--- src/rtl/pit_pkg.sv ---
package pit_pkg;
  localparam int LVL_W   = 3;
  localparam int LVL_MAX = (1 << LVL_W) - 1;

  typedef logic [LVL_W-1:0] lvl_t;

  // a level passes the mask when above it; the top level always passes
  function automatic logic lvl_passes(input lvl_t lvl, input lvl_t mask);
    return (lvl != '0) && ((lvl == lvl_t'(LVL_MAX)) || (lvl > mask));
  endfunction
endpackage

--- src/rtl/pit_cfg_regs.sv ---
module pit_cfg_regs
  import pit_pkg::*;
#(
  parameter int              CNT_W   = 16,
  parameter int              VEC_W   = 8,
  parameter logic [VEC_W-1:0] VEC_RST = 8'h0F
) (
  input  logic             clk,
  input  logic             rst,
  input  logic             period_we_i,
  input  logic [CNT_W-1:0] period_i,
  input  logic             level_we_i,
  input  lvl_t             level_i,
  input  logic             vector_we_i,
  input  logic [VEC_W-1:0] vector_i,
  output logic [CNT_W-1:0] period_q,
  output lvl_t             level_q,
  output logic [VEC_W-1:0] vector_q
);
  always_ff @(posedge clk) begin
    if (rst) begin
      period_q <= '0;
      level_q  <= '0;
      vector_q <= VEC_RST;
    end else begin
      if (period_we_i) period_q <= period_i;
      if (level_we_i)  level_q  <= level_i;
      if (vector_we_i) vector_q <= vector_i;
    end
  end
endmodule

--- src/rtl/pit_down_counter.sv ---
module pit_down_counter #(
  parameter int CNT_W = 16
) (
  input  logic             clk,
  input  logic             rst,
  input  logic             load_i,
  input  logic [CNT_W-1:0] load_val_i,
  input  logic [CNT_W-1:0] period_i,
  output logic [CNT_W-1:0] cnt_o,
  output logic             tick_o
);
  localparam logic [CNT_W-1:0] ONE = CNT_W'(1);

  logic running;
  assign running = (period_i != '0);
  assign tick_o  = !load_i && running && (cnt_o == ONE);

  always_ff @(posedge clk) begin
    if (rst) begin
      cnt_o <= '0;
    end else if (load_i) begin
      cnt_o <= load_val_i;
    end else if (running) begin
      if (cnt_o <= ONE) cnt_o <= period_i;
      else              cnt_o <= cnt_o - ONE;
    end
  end
endmodule

--- src/rtl/pit_arbiter.sv ---
module pit_arbiter
  import pit_pkg::*;
#(
  parameter int               VEC_W   = 8,
  parameter logic [VEC_W-1:0] VEC_RST = 8'h0F
) (
  input  logic             clk,
  input  logic             rst,
  input  logic             pend_i,
  input  lvl_t             tim_level_i,
  input  logic [VEC_W-1:0] vector_i,
  input  logic             ext_req_i,
  input  lvl_t             ext_level_i,
  input  lvl_t             cpu_mask_i,
  input  logic             iack_i,
  output logic             timer_ack_o,
  output logic             irq_o,
  output lvl_t             irq_level_o,
  output logic             irq_src_o,
  output logic             vec_valid_o,
  output logic [VEC_W-1:0] vec_o
);
  logic t_req, e_req, t_win, rec;
  lvl_t win_lvl;

  always_comb begin
    t_req   = pend_i && (tim_level_i != '0);
    e_req   = ext_req_i && (ext_level_i != '0);
    t_win   = t_req && (!e_req || (tim_level_i >= ext_level_i));
    if (t_win)      win_lvl = tim_level_i;
    else if (e_req) win_lvl = ext_level_i;
    else            win_lvl = '0;
    rec = lvl_passes(win_lvl, cpu_mask_i);
  end

  assign timer_ack_o = iack_i && rec && t_win;

  always_ff @(posedge clk) begin
    if (rst) begin
      irq_o       <= 1'b0;
      irq_level_o <= '0;
      irq_src_o   <= 1'b0;
      vec_valid_o <= 1'b0;
      vec_o       <= VEC_RST;
    end else begin
      irq_o       <= rec;
      irq_level_o <= win_lvl;
      irq_src_o   <= t_win;
      vec_valid_o <= timer_ack_o;
      if (timer_ack_o) vec_o <= vector_i;
    end
  end
endmodule

--- src/rtl/pit_vec_top.sv ---
module pit_vec_top
  import pit_pkg::*;
#(
  parameter int               CNT_W   = 16,
  parameter int               VEC_W   = 8,
  parameter logic [VEC_W-1:0] VEC_RST = 8'h0F
) (
  input  logic             clk,
  input  logic             rst,
  input  logic             period_we_i,
  input  logic [CNT_W-1:0] period_i,
  input  logic             level_we_i,
  input  logic [2:0]       level_i,
  input  logic             vector_we_i,
  input  logic [VEC_W-1:0] vector_i,
  input  logic             ext_req_i,
  input  logic [2:0]       ext_level_i,
  input  logic [2:0]       cpu_mask_i,
  input  logic             iack_i,
  output logic             pend_o,
  output logic             irq_o,
  output logic [2:0]       irq_level_o,
  output logic             irq_src_o,
  output logic             vec_valid_o,
  output logic [VEC_W-1:0] vec_o
);
  logic [CNT_W-1:0] period_q;
  lvl_t             level_q;
  logic [VEC_W-1:0] vector_q;
  logic [CNT_W-1:0] cnt_q;
  logic             tick;
  logic             timer_ack;
  logic             pend_q;

  pit_cfg_regs #(.CNT_W(CNT_W), .VEC_W(VEC_W), .VEC_RST(VEC_RST)) u_regs (
    .clk(clk), .rst(rst),
    .period_we_i(period_we_i), .period_i(period_i),
    .level_we_i(level_we_i),   .level_i(level_i),
    .vector_we_i(vector_we_i), .vector_i(vector_i),
    .period_q(period_q), .level_q(level_q), .vector_q(vector_q)
  );

  pit_down_counter #(.CNT_W(CNT_W)) u_cnt (
    .clk(clk), .rst(rst),
    .load_i(period_we_i), .load_val_i(period_i),
    .period_i(period_q),
    .cnt_o(cnt_q), .tick_o(tick)
  );

  pit_arbiter #(.VEC_W(VEC_W), .VEC_RST(VEC_RST)) u_arb (
    .clk(clk), .rst(rst),
    .pend_i(pend_q), .tim_level_i(level_q), .vector_i(vector_q),
    .ext_req_i(ext_req_i), .ext_level_i(ext_level_i),
    .cpu_mask_i(cpu_mask_i), .iack_i(iack_i),
    .timer_ack_o(timer_ack),
    .irq_o(irq_o), .irq_level_o(irq_level_o), .irq_src_o(irq_src_o),
    .vec_valid_o(vec_valid_o), .vec_o(vec_o)
  );

  // sticky pending flag: a new expiry beats a simultaneous clear
  always_ff @(posedge clk) begin
    if (rst) pend_q <= 1'b0;
    else     pend_q <= (pend_q && !timer_ack) || (tick && (level_q != '0));
  end

  assign pend_o = pend_q;
endmodule

--- config.mk ---
export PLATFORM = sky130hd
export DESIGN_NAME = pit_vec_top
export DESIGN_NICKNAME = d
export VERILOG_FILES = /design/src/rtl/pit_pkg.sv /design/src/rtl/pit_cfg_regs.sv /design/src/rtl/pit_down_counter.sv /design/src/rtl/pit_arbiter.sv /design/src/rtl/pit_vec_top.sv
export SDC_FILE = /design/constraint.sdc
export NUM_CORES = 1
export LEC_CHECK = 0
export ABC_CLOCK_PERIOD_IN_PS = 4500
export BUFFER_PORTS_ARGS = -buffer_cell sky130_fd_sc_hd__buf_2
export CORE_UTILIZATION = 55
export CTS_CLUSTER_DIAMETER = 150
export DETAILED_ROUTE_END_ITERATION = 16
export PLACE_DENSITY_LB_ADDON = 0.12
export SLEW_MARGIN = 20
export SYNTH_ARGS = -nofsm -noshare
export SYNTH_HDL_FRONTEND = slang
export SYNTH_SLANG_ARGS = --single-unit
--- constraint.sdc ---
create_clock -name clk -period 4.5 [get_ports clk]
set_input_delay 0.675 -clock clk [delete_from_list [all_inputs] [get_ports clk]]
set_output_delay 0.675 -clock clk [all_outputs]
set_load 0.05 [all_outputs]
==> impl_metrics.ini, run 1 <==
[status]
status = completed

[setup_path]
crit_path_end_kind = register
startpoint_type = register
crit_path_cell_trace = inv_1 -> ha_1 -> nand2b_1 -> a21oi_1 -> o21a_1 -> nor2_1 -> or2_2 -> ha_1 -> nor2b_1 -> o21a_1 -> o21ai_0 -> a21oi_1 -> o211a_1 -> mux2i_1
worst-path-stages = 14
path_class = reg -> reg
arrival_ns = 3.76
cp_data_required_time_ns = 4.71
worst-r2r-cell-count = 14
path_max_fanout = 9
path_buf_inv = 1
critical_path.slowest_cell = o211a_1
slowest_delay_ns = 0.41
cp_top_family = compound AO/OA/AOI/OAI gates

[hold_path]
min_path_cells = 2
holdCritPathClass = reg -> reg

[layout]
fin_nets = 450
final_cell_mix = dfxtp_1, buf_2, nor2_1, nand2_1, mux2i_1
final_common_cell = dfxtp_1
num_antenna_cells = 0
area_growth_pct = 16.7
multi_input_area_um2 = 1690
fillers = 429
regArea_um2 = 1160
layout-drive-gt1-share_pct = 19.4

[global_route]
grt_pass1_vias = 2511
grt_pass1_wl_um = 11400
grt_start_max_net_pins = 50
overflow = 0
grtUsageTotal_pct = 24.6
antenna_found_initial = 0

[logic_synthesis]
netlist_area_um2 = 3000
yosys.area_share.simple_pct = 25.2
syn_area_per_cell_um2 = 8.41
synthesis.nets = 405
ys_ff_latch = 58
synth-adder-area-share_pct = 3.33
ys_seq_area_share_pct = 38.7
synth_mux_area_share_pct = 7.66
synth_cell_types = 50
synthCells = 357
synth_top_family_by_area = simple AND/OR/NAND/NOR gates
synth_compound_area_share_pct = 18.3
yosysWarnings = 0
synth_xor_area_share_pct = 1.75

[timing]
fin_crit_sh_pct = 79.0
finalCriticalPeriod_ns = 3.55
rsz0062_at_grt = no
fmax_mhz = 281
worst_slew_pin_slew_ns = 0.879
setup-tns-final_ns = 0
hold-worst-slack_ns = 0.467
setup_viol = 0
hold_violations = 0
slew_viol_final = 0
clock_skew_ns = 0.00856
maxSlewHeadroom_pct = 41.4

[pwr]
cell_internal_pwr_w = 0.00100
vdd_drop_max_v = 0.000228
p_sw_w = 0.000360
power.density_nw_per_um2 = 389
seqPwrFrac_pct = 42.1
netSwitchingFraction_pct = 26.4
power_w = 0.00136
pwr-share-comb_pct = 15.7
p_leak_nw = 1.50
clockPowerShare_pct = 42.1

[detailed_routing]
drt-total-wl_um = 6620
wl_per_cell_um = 13.9
vias_per_cell = 5.62
antenna_left = 0
drc = 0
first_pass_iters = 5
drtIter0Drc = 174
vias = 2681

[run]
maxCapViolations = 0

[clock_tree]
cts-root-buf = clkbuf_8
clock_latency_ns = 0.34
cts_resized = 0
hold_buffers = 0
cts_sinks = 58
clkSlewWorstSetupHoldPaths_ns = 0.07
cts_tree = built
cts_made_buffers = 9
post_cts_buffers = 0
clockBufferDepth = 2
ctsHtreeMaxLevel = 3

[place]
place.gp.congestion = 0.842
port_buffers = 54
hpwl_um = 4420

[floorplanning]
die_x_um = 75.9
placementRows = 26
io-pin-count = 55
die_h_um = 75.9
core_region_area_um2 = 5170
die_area_um2 = 5760
start_util_pct = 58.1
## final timing paths
kind,end,from,slack (ns)
setup / recovery,u_arb.vec_o[2],u_regs.level_q[0],0.95
hold / removal,u_arb.vec_o[6],u_regs.vector_q[6],0.47
setup reg to reg,u_arb.vec_o[2],u_regs.level_q[0],0.95
hold reg to reg,u_arb.vec_o[6],u_regs.vector_q[6],0.47
## Yosys cell counts (all sizes together)
| master | count | share of area, % |
|---|---|---|
| a211o | 5 | 1.5 |
| a211oi | 3 | 0.75 |
| a21o | 1 | 0.25 |
| a21oi | 20 | 3.5 |
| a221o | 1 | 0.33 |
| a221oi | 10 | 3.5 |
| a22oi | 2 | 0.50 |
| a311oi | 1 | 0.29 |
| a31oi | 2 | 0.42 |
| a32o | 2 | 0.67 |
| and2 | 4 | 0.92 |
| and3 | 2 | 0.42 |
| and4 | 2 | 0.58 |
| buf | 9 | 1.7 |
| clkbuf | 12 | 1.5 |
| dfxtp | 58 | 39 |
| ha | 8 | 3.3 |
| inv | 15 | 1.9 |
| mux2i | 23 | 7.7 |
| nand2 | 28 | 3.5 |
| nand2b | 19 | 4.0 |
| nand3 | 7 | 1.2 |
| nand4 | 6 | 1.2 |
| nor2 | 42 | 5.2 |
| nor2b | 9 | 1.9 |
| nor3 | 13 | 2.2 |
| nor3b | 3 | 0.75 |
| nor4 | 6 | 1.7 |
| o2111ai | 1 | 0.29 |
| o211a | 1 | 0.33 |
| o211ai | 2 | 0.50 |
| o21a | 3 | 0.75 |
| o21ai | 14 | 2.5 |
| o21ba | 1 | 0.33 |
| o21bai | 1 | 0.25 |
| o221ai | 2 | 0.58 |
| o22ai | 4 | 0.83 |
| o2bb2ai | 1 | 0.29 |
| or2 | 2 | 0.42 |
| or3 | 6 | 1.2 |
| xnor2 | 1 | 0.29 |
| xor2 | 5 | 1.5 |
## cell type report
type,count,area share [%]
inverter,15,1.61
tap,70,2.50
timing repair buffer,55,7.92
clock inverter,5,2.93
clock buffer,11,3.75
multi-input combinational,263,48.2
sequential,58,33.1
## metal layers
metal | part of all wire, % | track usage [%] | vias to the layer above
li1 | - | - | 1366
met1 | 47 | 31.9 | 1231
met2 | 46 | 39.2 | 73
met3 | 5.3 | 6.75 | 11
met4 | 1.5 | 9.04 | 0
met5 | 0 | 0 | -
## power by group through the flow
stage | combinational [W] | clock [W] | sequential (W)
after global routing | 0.000243 | 0.000605 | 0.000579
after global placement | 0.000206 | 0 | 0.000585
final | 0.000214 | 0.000575 | 0.000574
after detailed placement | 0.000211 | 0 | 0.000585
after floorplan | 0.000157 | 0 | 0.000584
after CTS | 0.000213 | 0.000584 | 0.000574
## stage by stage
stage,cell area (um2),cells,util (%),setup WS (ns)
finish,3510,477,67.8,0.945
detailed placement,3270,461,63.3,0.671
global placement,3270,461,63.3,0.793
global route,3510,477,67.8,0.700
floorplan,3000,357,-,1.14
CTS,3510,477,67.8,0.966
## state kept, by name, summed over array words and instances (netlist names)
| signal | cells |
|---|---|
| u_arb.irq_o | 1 |
| u_regs.vector_q | 8 |
| u_arb.vec_valid_o | 1 |
| pend_o | 1 |
| u_arb.irq_src_o | 1 |
| u_arb.vec_o | 8 |
| u_cnt.cnt_o | 16 |
| u_regs.level_q | 3 |
| u_arb.irq_level_o | 3 |
| u_regs.period_q | 16 |
## kinds of logic after synthesis
family,count (synthesis)
DFF,58
AOI/OAI and AO/OA,77
adders and majority gates,8
buffers and inverters,36
muxes,23
and+or+nand+nor,149
xor gates and xnor gates,6
## worst reg2reg max path: cells and delay by family (launching register included)
kind / cells / cell delay [ns]
and+or+nand+nor: 4 / 0.69
buffers and inverters: 1 / 0.10
adders and majority gates: 2 / 0.55
AOI/OAI and AO/OA: 6 / 1.48
DFF: 1 / 0.40
muxes: 1 / 0.19
Note: power is estimated with default switching activity, not from simulation.
==> run 2: changes to the inputs <==
- ABC_AREA: default -> 1
- ABC_CLOCK_PERIOD_IN_PS: 4500 -> 3300
- clock period: 4.5 -> 3.3 ns (I/O delays scaled with it)
==> impl_metrics.ini, run 2 <==
[layout]
layout.cells.non_filler = 535
fillers = 481
num_antenna_cells = 0
final_common_cell = nand2_1
multi_input_area_um2 = 1500
fin_nets = 508
final_cell_mix = nand2_1, dfxtp_1, buf_2, nor2_1, inv_1
layout-drive-gt1-share_pct = 20.4
largestRegisters = u_cnt.cnt_o (16), u_regs.period_q (16)
area_growth_pct = 17.9
regArea_um2 = 1160

[logic_synthesis]
synth_top_family_by_area = simple AND/OR/NAND/NOR gates
synth_xor_area_share_pct = 2.11
netlist_area_um2 = 2900
synth_common_cells = nand2_1, dfxtp_1, nor2_1
synth_edf_count = 0
synth_compound_area_share_pct = 13.5
syn_area_per_cell_um2 = 7.07
synth_most_common_cell = nand2_1
yosysTopAreaCell = dfxtp_1
synthCells = 411
ys_ff_latch = 58
synth_top_area_share_pct = 40.0
synth_cell_types = 35
yosysWarnings = 0
synth.area.top_cells = dfxtp_1, nand2_1, nor2_1
async_flop_share_pct = 0
synth-adder-area-share_pct = 3.45
ys_seq_area_share_pct = 40.0
yosys.area_share.simple_pct = 32.4
synth_flop_cell = dfxtp_1
synth_mux_area_share_pct = 0
synthesis.nets = 459

[floorplanning]
start_util_pct = 56.9
core_region_area_um2 = 5110
io-pin-count = 55
die_area_um2 = 5570
die_x_um = 74.7
die_h_um = 74.7
placementRows = 26

[timing]
hold_violations = 0
rsz0062_at_grt = no
maxSlewHeadroom_pct = 42.7
fin_crit_sh_pct = 77.7
clock_skew_ns = 0.00848
setup_viol = 0
slew_viol_final = 0
setup-tns-final_ns = 0
worst_slew_pin_slew_ns = 0.858
finalCriticalPeriod_ns = 2.56
fmax_mhz = 390

[clock_tree]
clockBufferDepth = 2
ctsHtreeMaxLevel = 3
clock_latency_ns = 0.35
cts_tree = built
hold_buffers = 0
cts_resized = 0
post_cts_buffers = 0
cts_sinks = 58
cts_made_buffers = 9
cts-root-buf = clkbuf_8
clkSlewWorstSetupHoldPaths_ns = 0.07

[setup_path]
path_class = reg -> reg
cp_data_required_time_ns = 3.58
crit_path_end_kind = register
path_buf_inv = 2
cp_top_family = simple AND/OR/NAND/NOR gates
critical_path.slowest_cell = dfxtp_1
arrival_ns = 2.85
slowest_delay_ns = 0.41
reg2reg_slack_ns = 0.74
startpoint_type = register
critPathMostFrequentCell = nand2_1
path_max_fanout = 14
crit_path_cell_trace = inv_1 -> ha_1 -> inv_1 -> nand2_1 -> nand2_1 -> nand3_2 -> nand3_1 -> nand2_2 -> ha_1 -> nand2_1 -> o21ai_0 -> nand2_1 -> nand2_4 -> nand3_4 -> nand2_1 -> nand2_1 -> nor2_1

[place]
hpwl_um = 4510
place.gp.congestion = 0.821
port_buffers = 54
dp.cells = 519

[global_route]
grt_pass1_vias = 2494
grt_start_max_net_pins = 32
overflow = 0
antenna_found_initial = 0
grt_pass1_wl_um = 10800
grtUsageTotal_pct = 25.9

[detailed_routing]
wl_per_cell_um = 12.4
drtIter0Drc = 189
drc = 1
vias = 2739
first_pass_iters = 10
vias_per_cell = 5.12
drt-total-wl_um = 6650
antenna_left = 0

[status]
status = complete, but fails checks
failed_checks = DRC

[pwr]
clockPowerShare_pct = 41.9
power.density_nw_per_um2 = 561
vdd_drop_max_v = 0.000280
pwr-share-comb_pct = 17.1
seqPwrFrac_pct = 41.0
p_leak_nw = 1.69
p_sw_w = 0.000549
cell_internal_pwr_w = 0.00137
netSwitchingFraction_pct = 28.6

[run]
maxCapViolations = 0

[hold_path]
holdCritPathClass = in -> reg
run 2: cell types whose count changed after synthesis, moves of 5 or more:
| cell | delta |
|---|---|
| a221oi_1 | -7 |
| a31oi_1 | +9 |
| nor2b_1 | -9 |
| a211o_1 | -5 |
| nor3_1 | -12 |
| mux2i_1 | -23 |
| o21ai_0 | +17 |
| or3_1 | -6 |
| inv_1 | +24 |
| nand3_1 | +17 |
| inv_2 | +6 |
| nand2b_1 | -19 |
| nand2_1 | +78 |
run 2: final cells by class:
| class | instances | area share (%) |
|---|---|---|
| multi-input cells | 292 | 43.7 |
| flip-flops and latches | 58 | 33.9 |
| repair buffers | 54 | 7.89 |
| inverters | 45 | 4.93 |
| clock buffers | 9 | 3.62 |
| clock inverters | 7 | 3.40 |
| well taps | 70 | 2.56 |
run 2: worst min-delay path: cells and delay by family:
family / cells / cell delay, ns
simple gates: 2 / 0.10
buf+inv: 1 / 0.07
run 2: final timing paths:
| kind | startpoint | end | depth (start not counted) |
|---|---|---|---|
| worst max-delay path | u_regs.level_q[0] | u_arb.vec_o[6] | 17 |
| worst min-delay path | vector_i[2] | u_regs.vector_q[2] | 3 |
| worst max register to register | u_regs.level_q[0] | u_arb.vec_o[6] | 17 |
| worst min register to register | u_regs.vector_q[3] | u_regs.vector_q[3] | 2 |
run 2: metrics by stage:
step / instance area, um2 / setup WS [ns] / util [%] / total power [W] / hold slack (ns)
after global routing: 3420 / 0.502 / 67.1 / 0.00202 / 0.360
final: 3420 / 0.737 / 67.1 / 0.00192 / 0.354
after CTS: 3420 / 0.715 / 67.1 / 0.00193 / 0.351
after detailed placement: 3180 / 0.569 / 62.3 / 0.00113 / 0.446
after floorplan: 2900 / 0.860 / - / 0.00105 / 0.429
after global placement: 3180 / 0.693 / 62.3 / 0.00112 / 0.448
run 2: logic make-up (layout without fill, tap and decap cells):
logic type               count (synthesis)  in the layout
adder cells (fa/ha/maj)                  8              8
XOR/XNOR                                 7              7
AND/OR/NAND/NOR                        204            204
flip-flops                              58             58
AO/OA/AOI/OAI                           73             73
buffers and inverters                   61            115
run 2: layer usage:
| metal | share of wire, % | GRT usage [%] |
|---|---|---|
| met2 | 47 | 44.1 |
| met3 | 5.1 | 6.83 |
| met1 | 46 | 31.7 |
| met4 | 1.3 | 9.22 |
| met5 | 0 | 0 |
run 2: power by group through the flow:
stage               Clock, W  Sequential [W]  Combinational, W
floorplan                  0        0.000800          0.000247
global placement           0        0.000801          0.000319
detailed placement         0        0.000801          0.000326
CTS                 0.000811        0.000787          0.000330
global route        0.000848        0.000793          0.000375
finish              0.000805        0.000788          0.000329
